==> src/rtl/thread_alloc_pkg.sv <==
package thread_alloc_pkg;

    typedef enum logic [1:0] {
        MODE_BOTH  = 2'd0,
        MODE_ONLY0 = 2'd1,
        MODE_ONLY1 = 2'd2,
        MODE_SLEEP = 2'd3
    } run_mode_e;

    typedef struct packed {
        run_mode_e mode;
    } fsm_state_t;

    typedef struct packed {
        logic turn;
    } arb_state_t;

    localparam int NUM_THREADS = 2;

endpackage

==> src/rtl/thread_mode_fsm.sv <==
module thread_mode_fsm
    import thread_alloc_pkg::*;
(
    input  logic                   clk,
    input  logic                   rst_n,
    input  logic [NUM_THREADS-1:0] halt_req,
    input  logic [NUM_THREADS-1:0] intr_req,
    output run_mode_e              mode,
    output logic [NUM_THREADS-1:0] running
);

    fsm_state_t st_d, st_q;

    always_comb begin
        st_d = st_q;
        unique case (st_q.mode)
            MODE_BOTH: begin
                if (halt_req[0] && halt_req[1]) begin
                    st_d.mode = MODE_SLEEP;
                end else if (halt_req[0]) begin
                    st_d.mode = MODE_ONLY1;
                end else if (halt_req[1]) begin
                    st_d.mode = MODE_ONLY0;
                end
            end
            MODE_ONLY0: begin
                if (intr_req[1]) begin
                    st_d.mode = MODE_BOTH;
                end else if (halt_req[0]) begin
                    st_d.mode = MODE_SLEEP;
                end
            end
            MODE_ONLY1: begin
                if (intr_req[0]) begin
                    st_d.mode = MODE_BOTH;
                end else if (halt_req[1]) begin
                    st_d.mode = MODE_SLEEP;
                end
            end
            MODE_SLEEP: begin
                if (intr_req[0] && intr_req[1]) begin
                    st_d.mode = MODE_BOTH;
                end else if (intr_req[0]) begin
                    st_d.mode = MODE_ONLY0;
                end else if (intr_req[1]) begin
                    st_d.mode = MODE_ONLY1;
                end
            end
            default: st_d.mode = MODE_BOTH;
        endcase
    end

    always_ff @(posedge clk) begin
        if (!rst_n) begin
            st_q <= '{mode: MODE_BOTH};
        end else begin
            st_q <= st_d;
        end
    end

    assign mode       = st_q.mode;
    assign running[0] = (st_q.mode == MODE_BOTH) || (st_q.mode == MODE_ONLY0);
    assign running[1] = (st_q.mode == MODE_BOTH) || (st_q.mode == MODE_ONLY1);

endmodule

==> src/rtl/turn_arbiter.sv <==
module turn_arbiter
    import thread_alloc_pkg::*;
(
    input  logic                   clk,
    input  logic                   rst_n,
    input  logic [NUM_THREADS-1:0] eligible,
    output logic [NUM_THREADS-1:0] grant
);

    arb_state_t st_d, st_q;

    always_comb begin
        st_d  = st_q;
        grant = '0;
        unique case (eligible)
            2'b11: begin
                grant[st_q.turn] = 1'b1;
                st_d.turn        = ~st_q.turn;
            end
            2'b01:   grant = 2'b01;
            2'b10:   grant = 2'b10;
            default: grant = '0;
        endcase
    end

    always_ff @(posedge clk) begin
        if (!rst_n) begin
            st_q <= '{turn: 1'b0};
        end else begin
            st_q <= st_d;
        end
    end

endmodule

==> src/rtl/entry_limit_gen.sv <==
module entry_limit_gen
    import thread_alloc_pkg::*;
#(
    parameter int DEPTH = 32,
    parameter int LW    = $clog2(DEPTH + 1)
) (
    input  run_mode_e                       mode,
    output logic [NUM_THREADS-1:0][LW-1:0]  limit
);

    localparam logic [LW-1:0] FULL_LIM = LW'(DEPTH);
    localparam logic [LW-1:0] HALF_LIM = LW'(DEPTH / 2);

    for (genvar t = 0; t < NUM_THREADS; t++) begin : g_thr
        localparam run_mode_e SOLO = (t == 0) ? MODE_ONLY0 : MODE_ONLY1;
        always_comb begin
            if (mode == MODE_BOTH) begin
                limit[t] = HALF_LIM;
            end else if (mode == SOLO) begin
                limit[t] = FULL_LIM;
            end else begin
                limit[t] = '0;
            end
        end
    end

endmodule

==> src/rtl/thread_alloc_arbiter.sv <==
module thread_alloc_arbiter
    import thread_alloc_pkg::*;
#(
    parameter int DEPTH = 32,
    localparam int LW   = $clog2(DEPTH + 1)
) (
    input  logic          clk,
    input  logic          rst_n,
    input  logic [1:0]    q_nonempty,
    input  logic [1:0]    buf_full,
    input  logic [1:0]    halt_req,
    input  logic [1:0]    intr_req,
    output logic [1:0]    grant,
    output logic [1:0]    mode,
    output logic [LW-1:0] lim_t0,
    output logic [LW-1:0] lim_t1
);

    run_mode_e                      mode_w;
    logic [NUM_THREADS-1:0]         running;
    logic [NUM_THREADS-1:0]         eligible;
    logic [NUM_THREADS-1:0][LW-1:0] limit;

    thread_mode_fsm u_fsm (
        .clk      (clk),
        .rst_n    (rst_n),
        .halt_req (halt_req),
        .intr_req (intr_req),
        .mode     (mode_w),
        .running  (running)
    );

    for (genvar t = 0; t < NUM_THREADS; t++) begin : g_elig
        assign eligible[t] = running[t] && q_nonempty[t] && !buf_full[t];
    end

    turn_arbiter u_arb (
        .clk      (clk),
        .rst_n    (rst_n),
        .eligible (eligible),
        .grant    (grant)
    );

    entry_limit_gen #(.DEPTH(DEPTH), .LW(LW)) u_lim (
        .mode  (mode_w),
        .limit (limit)
    );

    assign mode   = mode_w;
    assign lim_t0 = limit[0];
    assign lim_t1 = limit[1];

endmodule

==> config.mk <==
export PLATFORM = sky130hd
export DESIGN_NAME = thread_alloc_arbiter
export DESIGN_NICKNAME = d
export VERILOG_FILES = /design/src/rtl/thread_alloc_pkg.sv /design/src/rtl/thread_mode_fsm.sv /design/src/rtl/turn_arbiter.sv /design/src/rtl/entry_limit_gen.sv /design/src/rtl/thread_alloc_arbiter.sv
export SDC_FILE = /design/constraint.sdc
export NUM_CORES = 1
export LEC_CHECK = 0
export BUFFER_PORTS_ARGS = -buffer_cell sky130_fd_sc_hd__buf_2
export CAP_MARGIN = 0
export CORE_AREA = 4 4 41 43
export CTS_CLUSTER_DIAMETER = 200
export CTS_CLUSTER_SIZE = 16
export DETAILED_ROUTE_END_ITERATION = 6
export DIE_AREA = 0 0 45 47
export MAX_ROUTING_LAYER = met4
export PLACE_DENSITY_LB_ADDON = 0.12
export SLEW_MARGIN = 10
export SYNTH_ARGS = -nofsm -noshare
export SYNTH_HDL_FRONTEND = slang
export SYNTH_SLANG_ARGS = --single-unit
export TNS_END_PERCENT = 30
==> constraint.sdc <==
create_clock -name clk -period 1 [get_ports clk]
set_input_delay 0.1 -clock clk [delete_from_list [all_inputs] [get_ports clk]]
set_output_delay 0.1 -clock clk [all_outputs]
set_load 0.01 [all_outputs]
==> run metrics, run 1 <==
Routed WL per cell 8.43 µm; Worst setup SP type flip-flop; Vias 272; GRT overflow 0; initial core utilization 19.8%; Pint 0.349 mW; sequential power share 27.9%; fin worst setup slack -136 ps; Final Non-Filler Cells 70; pins over their slew limit 0; Setup CP Type flip-flop to output pin; Crit-path slowest cell dfxtp_2; DR iter-0 viols 2; Fin Clk Skew 2.63 ps; CP Cell Sequence nor2_2 -> nand2_1 -> o21a_1 -> buf_2; port bufs 17; P&R area growth vs syn 50.0%; yosys synthesis warning count 0; Fin. Hold Viols 0; row cnt 13; Synth Area in Adders 0%; Clock Power Share 43.8%; GRT busiest layer met2; fmax 880 MHz; largest net degree at the start of global routing 8; Net count, final 66; Skew-Pair Late Insertion Delay 240 ps; largest family of logic cells by synthesized area simple AND/OR/NAND/NOR gates; Critical Path Fanout Max 2; core area 1300 µm²; met3 Track Usage GR 3.45%; DRT Wirelength 590 µm; Die W 45 µm; mux contribution to synthesized area 3.88%; Synth Area per Inst 7.81 µm²; status complete, but fails checks; Mapped Area 258 µm²; Max clock buf depth 2; Setup crit start u_fsm.mode[1]; reg2reg path depth 3; Max-Cap Viols 0; Pleak 0.209 nW; Routability Congestion 0.633; share of power burned in combinational logic 28.3%; failing checks setup timing; Worst Hold Class primary input to flip-flop; GR Layer Usage met1 4.77%; Placed Cells 65; Synth Area in XOR/XNOR 0%; Synth Area in Simple Gates 34.5%; unrepaired setup endpoints after global routing true; cell count after synthesis 33; CTS tree yes; vias in the first global route 192; DP Area 335 µm²; # fillers 137; initial antenna violation count 0; Core Util, Final 29.7%; TritonCTS Buffers 3; share of post-route cells with drive strength above 1 50.9%; design area 387 µm²; via density per instance 3.89; crit path capture type output pin; CTS Sinks 3; Pre-antenna DRT Iters 4; Pwr Density 1270 nW/µm²; fin crit share 114%; count of state elements after synthesis 3; crit path DAT 1040 ps; Post-DRT Antenna Nets 0; Switch Pwr 0.144 mW; Clock Root Buffer clkbuf_4; die area 2120 µm²; worst flop-to-flop path startpoint u_fsm.mode[0]; FF-to-FF End u_fsm.mode[0]; register area share after synthesis 23.3%; reg2reg setup slack 110 ps; Sw Share 29.2%; post-synthesis compound-gate area fraction 10.7%; DRC Markers 0; Final min period 1140 ps; deepest level of the CTS H-tree 1; final number of setup-violating endpoints 6; Worst IR Drop VDD 0.000276 V; I/O pin cnt 26; max incr delay on CP 320 ps; clock slew at reported path FFs 40 ps; Worst setup endpoint grant[1]; Vert. Die Dim 47 µm; ANT cells 0; library cells used by synthesis 16; All-Layer GR Usage 6.28%; first-pass GRT wire length 765 µm; Worst EP required 900 ps; met2 Usage GRT 9.04%; worst slack, placed 54.5 ps; Final Power 0.492 mW
-- power groups by stage --
stage                     Combinational [mW]  Sequential (mW)  Clock, mW
final                                  0.139            0.137      0.216
after global routing                   0.154            0.139      0.250
after CTS                              0.137            0.135      0.230
after detailed placement               0.127            0.137          0
after global placement                 0.129            0.137          0
after floorplan                       0.0892            0.143          0
-- worst max-delay path, delay by kind of cell, from the launching register on --
kind | cells | cell delay [ps]
buffers and inverters | 1 | 130
flip-flops | 1 | 320
AND/OR/NAND/NOR | 2 | 190
AO/OA/AOI/OAI | 1 | 160
-- logic make-up (layout without fill, tap and decap cells) --
logic type      after synthesis  in the layout
compound gates                4              4
buf+inv                       9             24
flops                         3              3
mux                           1              1
other cells                   1              8
simple gates                 15             15
-- per-stage QoR --
step	setup TNS, ps	hold slack (ps)
2_1_floorplan	0	249
3_3_place_gp	0	399
3_5_place_dp	0	394
4_1_cts	-497	132
5_1_grt	-809	127
6_report	-416	138
-- Yosys cell counts, drive strengths merged --
master	number	share of area, %
buf	9	26
nor2	2	2.9
and2b	1	2.9
dfxtp	3	23
mux2i	1	3.9
nand2	4	5.8
nand2b	2	4.9
a21boi	2	5.8
a21oi	1	1.9
nand3b	2	5.8
nand3	1	1.9
nor3b	1	4.9
or2b	1	2.9
nor2b	1	2.4
conb	1	1.5
o21a	1	2.9
-- worst min path at each step --
stage,from,end,slack (ps),cells after the start
5_1_grt,rst_n,u_fsm.mode[1],130,2
2_1_floorplan,rst_n,u_arb.st_q,250,2
4_1_cts,halt_req[1],u_fsm.mode[0],130,3
3_3_place_gp,rst_n,u_arb.st_q,400,3
6_report,halt_req[1],u_fsm.mode[0],140,3
3_5_place_dp,halt_req[1],u_fsm.mode[0],390,3
-- state kept, by name (all words and copies together) (netlist names) --
register	count
u_fsm.mode	2
u_arb.st_q	1
-- per-layer routing --
metal | part of all wire (%) | vias up
met5 | 0 | -
met4 | 3.7 | 0
met3 | 17 | 2
met2 | 47 | 20
met1 | 32 | 116
li1 | - | 134
-- cell type report --
type	count	area, µm²	area share (%)
Sequential cell	3	62.6	16.2
Multi-Input combinational cell	28	168	43.4
Timing Repair Buffer	20	111	28.8
Tap cell	15	18.8	4.85
Clock buffer	4	26.3	6.80
-- layout by cell type (no fill, tap or decap), types with 2 or more instances in the layout --
cell type   n
nor2_2      2
a21boi_0    2
conb_1      8
buf_4       2
clkbuf_4    3
dfxtp_2     2
buf_2      17
nand3b_1    2
nand2_1     4
nand2b_1    2
-- what timing repair did --
action | CTS | global route
cloned | 0 | 0
pin swaps | 3 | 1
setup buffers | 1 | 0
setup endpoints to repair | 7 | 6
resized for setup | 3 | 3
hold buffers | 0 | 0
Note: power is estimated with default switching activity, not from simulation.
==> inputs of run 2 (changes only) <==
Settings changed: ABC_AREA set to 1.
==> run metrics, run 2 <==
port bufs 17; Pleak 0.321 nW; Pwr Density 1620 nW/µm²; max reg flops 2; All-Layer GR Usage 9.78%; reg2reg path depth 8; deepest level of the CTS H-tree 1; Post-synth ARST share 0%; crit path DAT 1040 ps; vias in the first global route 375; count of state elements after synthesis 3; GRT overflow 0; fin worst setup slack -135 ps; most frequent cells in the layout buf_2, nand2_1, conb_1; worst flop-to-flop path startpoint u_fsm.mode[0]; Pre-antenna DRT Iters 4; top-count cell post-synth nand2_1; Pint 0.529 mW; via density per instance 4.09; Post-synth top cells nand2_1, nor2_1, buf_4, inv_1, nand3_1; yosys synthesis warning count 0; crit path capture type output pin; Fin Clk Skew 5.02 ps; Area contributors post-synth buf_4, dfxtp_1, nand2_1, nor2_1, nand3_1; clock slew at reported path FFs 40 ps; Net count, final 98; sequential power share 19.6%; Post-synth EDFFs 0; post-DP HPWL 662 µm; Skew-Pair Late Insertion Delay 230 ps; ANT cells 0; fin crit share 114%; Setup CP Type flip-flop to output pin; unrepaired setup endpoints after global routing true; FF-to-FF End u_fsm.mode[0]; share of post-route cells with drive strength above 1 47.1%; pins over their slew limit 0; Fin Setup TNS -602 ps; hold buffers post-CTS 0; initial core utilization 24.8%; Worst IR Drop VDD 0.000422 V; Clock Root Buffer clkbuf_4; initial antenna violation count 0; Fin. Hold Viols 0; Synth Area per Inst 5.38 µm²; first-pass GRT wire length 1440 µm; CTS Sinks 3; final number of setup-violating endpoints 9; die area 2120 µm²; DRT Wirelength 981 µm; commonest non-fill, non-tap cell in the layout buf_2; Mapped Area 323 µm²; Max-Cap Viols 0; Worst Hold Class primary input to flip-flop; Sw Share 39.4%; share of power burned in combinational logic 56.0%; library cells used by synthesis 11; CTS tree yes; fmax 881 MHz; Fin Hold WS 109 ps; DR iter-0 viols 9; Die W 45 µm; Routed WL per cell 9.62 µm; DRC Markers 0; Max clock buf depth 2; Worst Hold Path Cells 3; reg2reg setup slack -10 ps; status complete, but fails checks; Critical Path Fanout Max 5; core area 1300 µm²; row cnt 13; Vert. Die Dim 47 µm; I/O pin cnt 26; hold path endpoint u_fsm.mode[0]; Most used DFF post-synth dfxtp_1; Routability Congestion 0.794; TritonCTS Buffers 3; Worst EP required 900 ps; hold path startpoint rst_n; failing checks setup timing; largest net degree at the start of global routing 6; P&R area growth vs syn 67.1%; Core Util, Final 41.4%; Worst setup SP type flip-flop; post-synth top area share 20.9%; leading area contributor after synthesis buf_4; cell count after synthesis 60; Final min period 1140 ps; Clock Power Share 24.5%; Vias 417; register area share after synthesis 18.6%; Post-DRT Antenna Nets 0; Switch Pwr 0.343 mW; # fillers 155
==> run 2: cell types whose count changed after synthesis, sizes merged, moves of 2 or more <==
cell | before | now
inv | 0 | 10
nand2b | 2 | 0
nand3 | 1 | 7
nor2 | 2 | 11
a21boi | 2 | 0
nand3b | 2 | 0
nand2 | 4 | 16
==> run 2: cell type report <==
cell class	instances	area, µm²	share of cell area (%)
Sequential cell	3	65.1	12.1
Inverter	10	37.5	6.96
Tap cell	15	18.8	3.48
Multi-Input combinational cell	45	223	41.3
Clock buffer	4	26.3	4.87
Timing Repair Buffer	25	169	31.3
==> run 2: worst max-delay path by stage <==
stage / startpoint / to / slack (ps) / cells past startpoint
6_report: u_fsm.mode[1] / grant[1] / -140 / 5
5_1_grt: u_fsm.mode[1] / grant[1] / -200 / 5
4_1_cts: u_fsm.mode[0] / grant[1] / -130 / 6
3_5_place_dp: u_fsm.mode[1] / grant[1] / -20 / 5
3_3_place_gp: u_fsm.mode[1] / u_fsm.mode[0] / -70 / 7
2_1_floorplan: u_fsm.mode[1] / u_fsm.mode[0] / 10 / 7
==> run 2: cells by family after synthesis <==
logic type	synth area share, %
buf+inv	32.6
flops	18.6
other cells	1.16
compound gates	4.65
simple gates	43.0
==> run 2: critical path, cell delays in order (launching register included) <==
cell	delay, ps
dfxtp_4	360
nor2_4	90
inv_2	50
o21ai_2	110
inv_1	50
buf_2	130
==> run 2: routing by layer <==
metal / global-route usage (%) / part of all wire (%) / vias to the layer above
li1: - / - / 218
met1: 9.30 / 34 / 179
met2: 16.7 / 55 / 18
met3: 3.07 / 8.7 / 2
met4: 7.02 / 2.1 / 0
met5: - / 0 / -
==> run 2: power groups by stage <==
stage	Combinational, mW	Sequential, mW	Clock, mW
2_1_floorplan	0.220	0.173	0
3_3_place_gp	0.337	0.166	0
6_report	0.488	0.171	0.213
3_5_place_dp	0.330	0.163	0
5_1_grt	0.534	0.174	0.225
4_1_cts	0.422	0.167	0.214
==> run 2: metrics by stage <==
| stage | setup slack [ps] | power, mW | instance area [µm²] | cells |
|---|---|---|---|---|
| floorplan | 11.7 | 0.393 | 349 | 67 |
| global placement | -72.3 | 0.502 | 408 | 93 |
| detailed placement | -21.5 | 0.493 | 408 | 93 |
| CTS | -132 | 0.803 | 502 | 101 |
| global route | -202 | 0.933 | 539 | 102 |
| finish | -135 | 0.872 | 539 | 102 |
==> run 2: what timing repair did <==
item / 4_1_cts / 5_1_grt
setup buffers: 4 / 1
pin swaps: 4 / 2
gates resized for setup: 14 / 8
setup endpoints to repair: 7 / 9
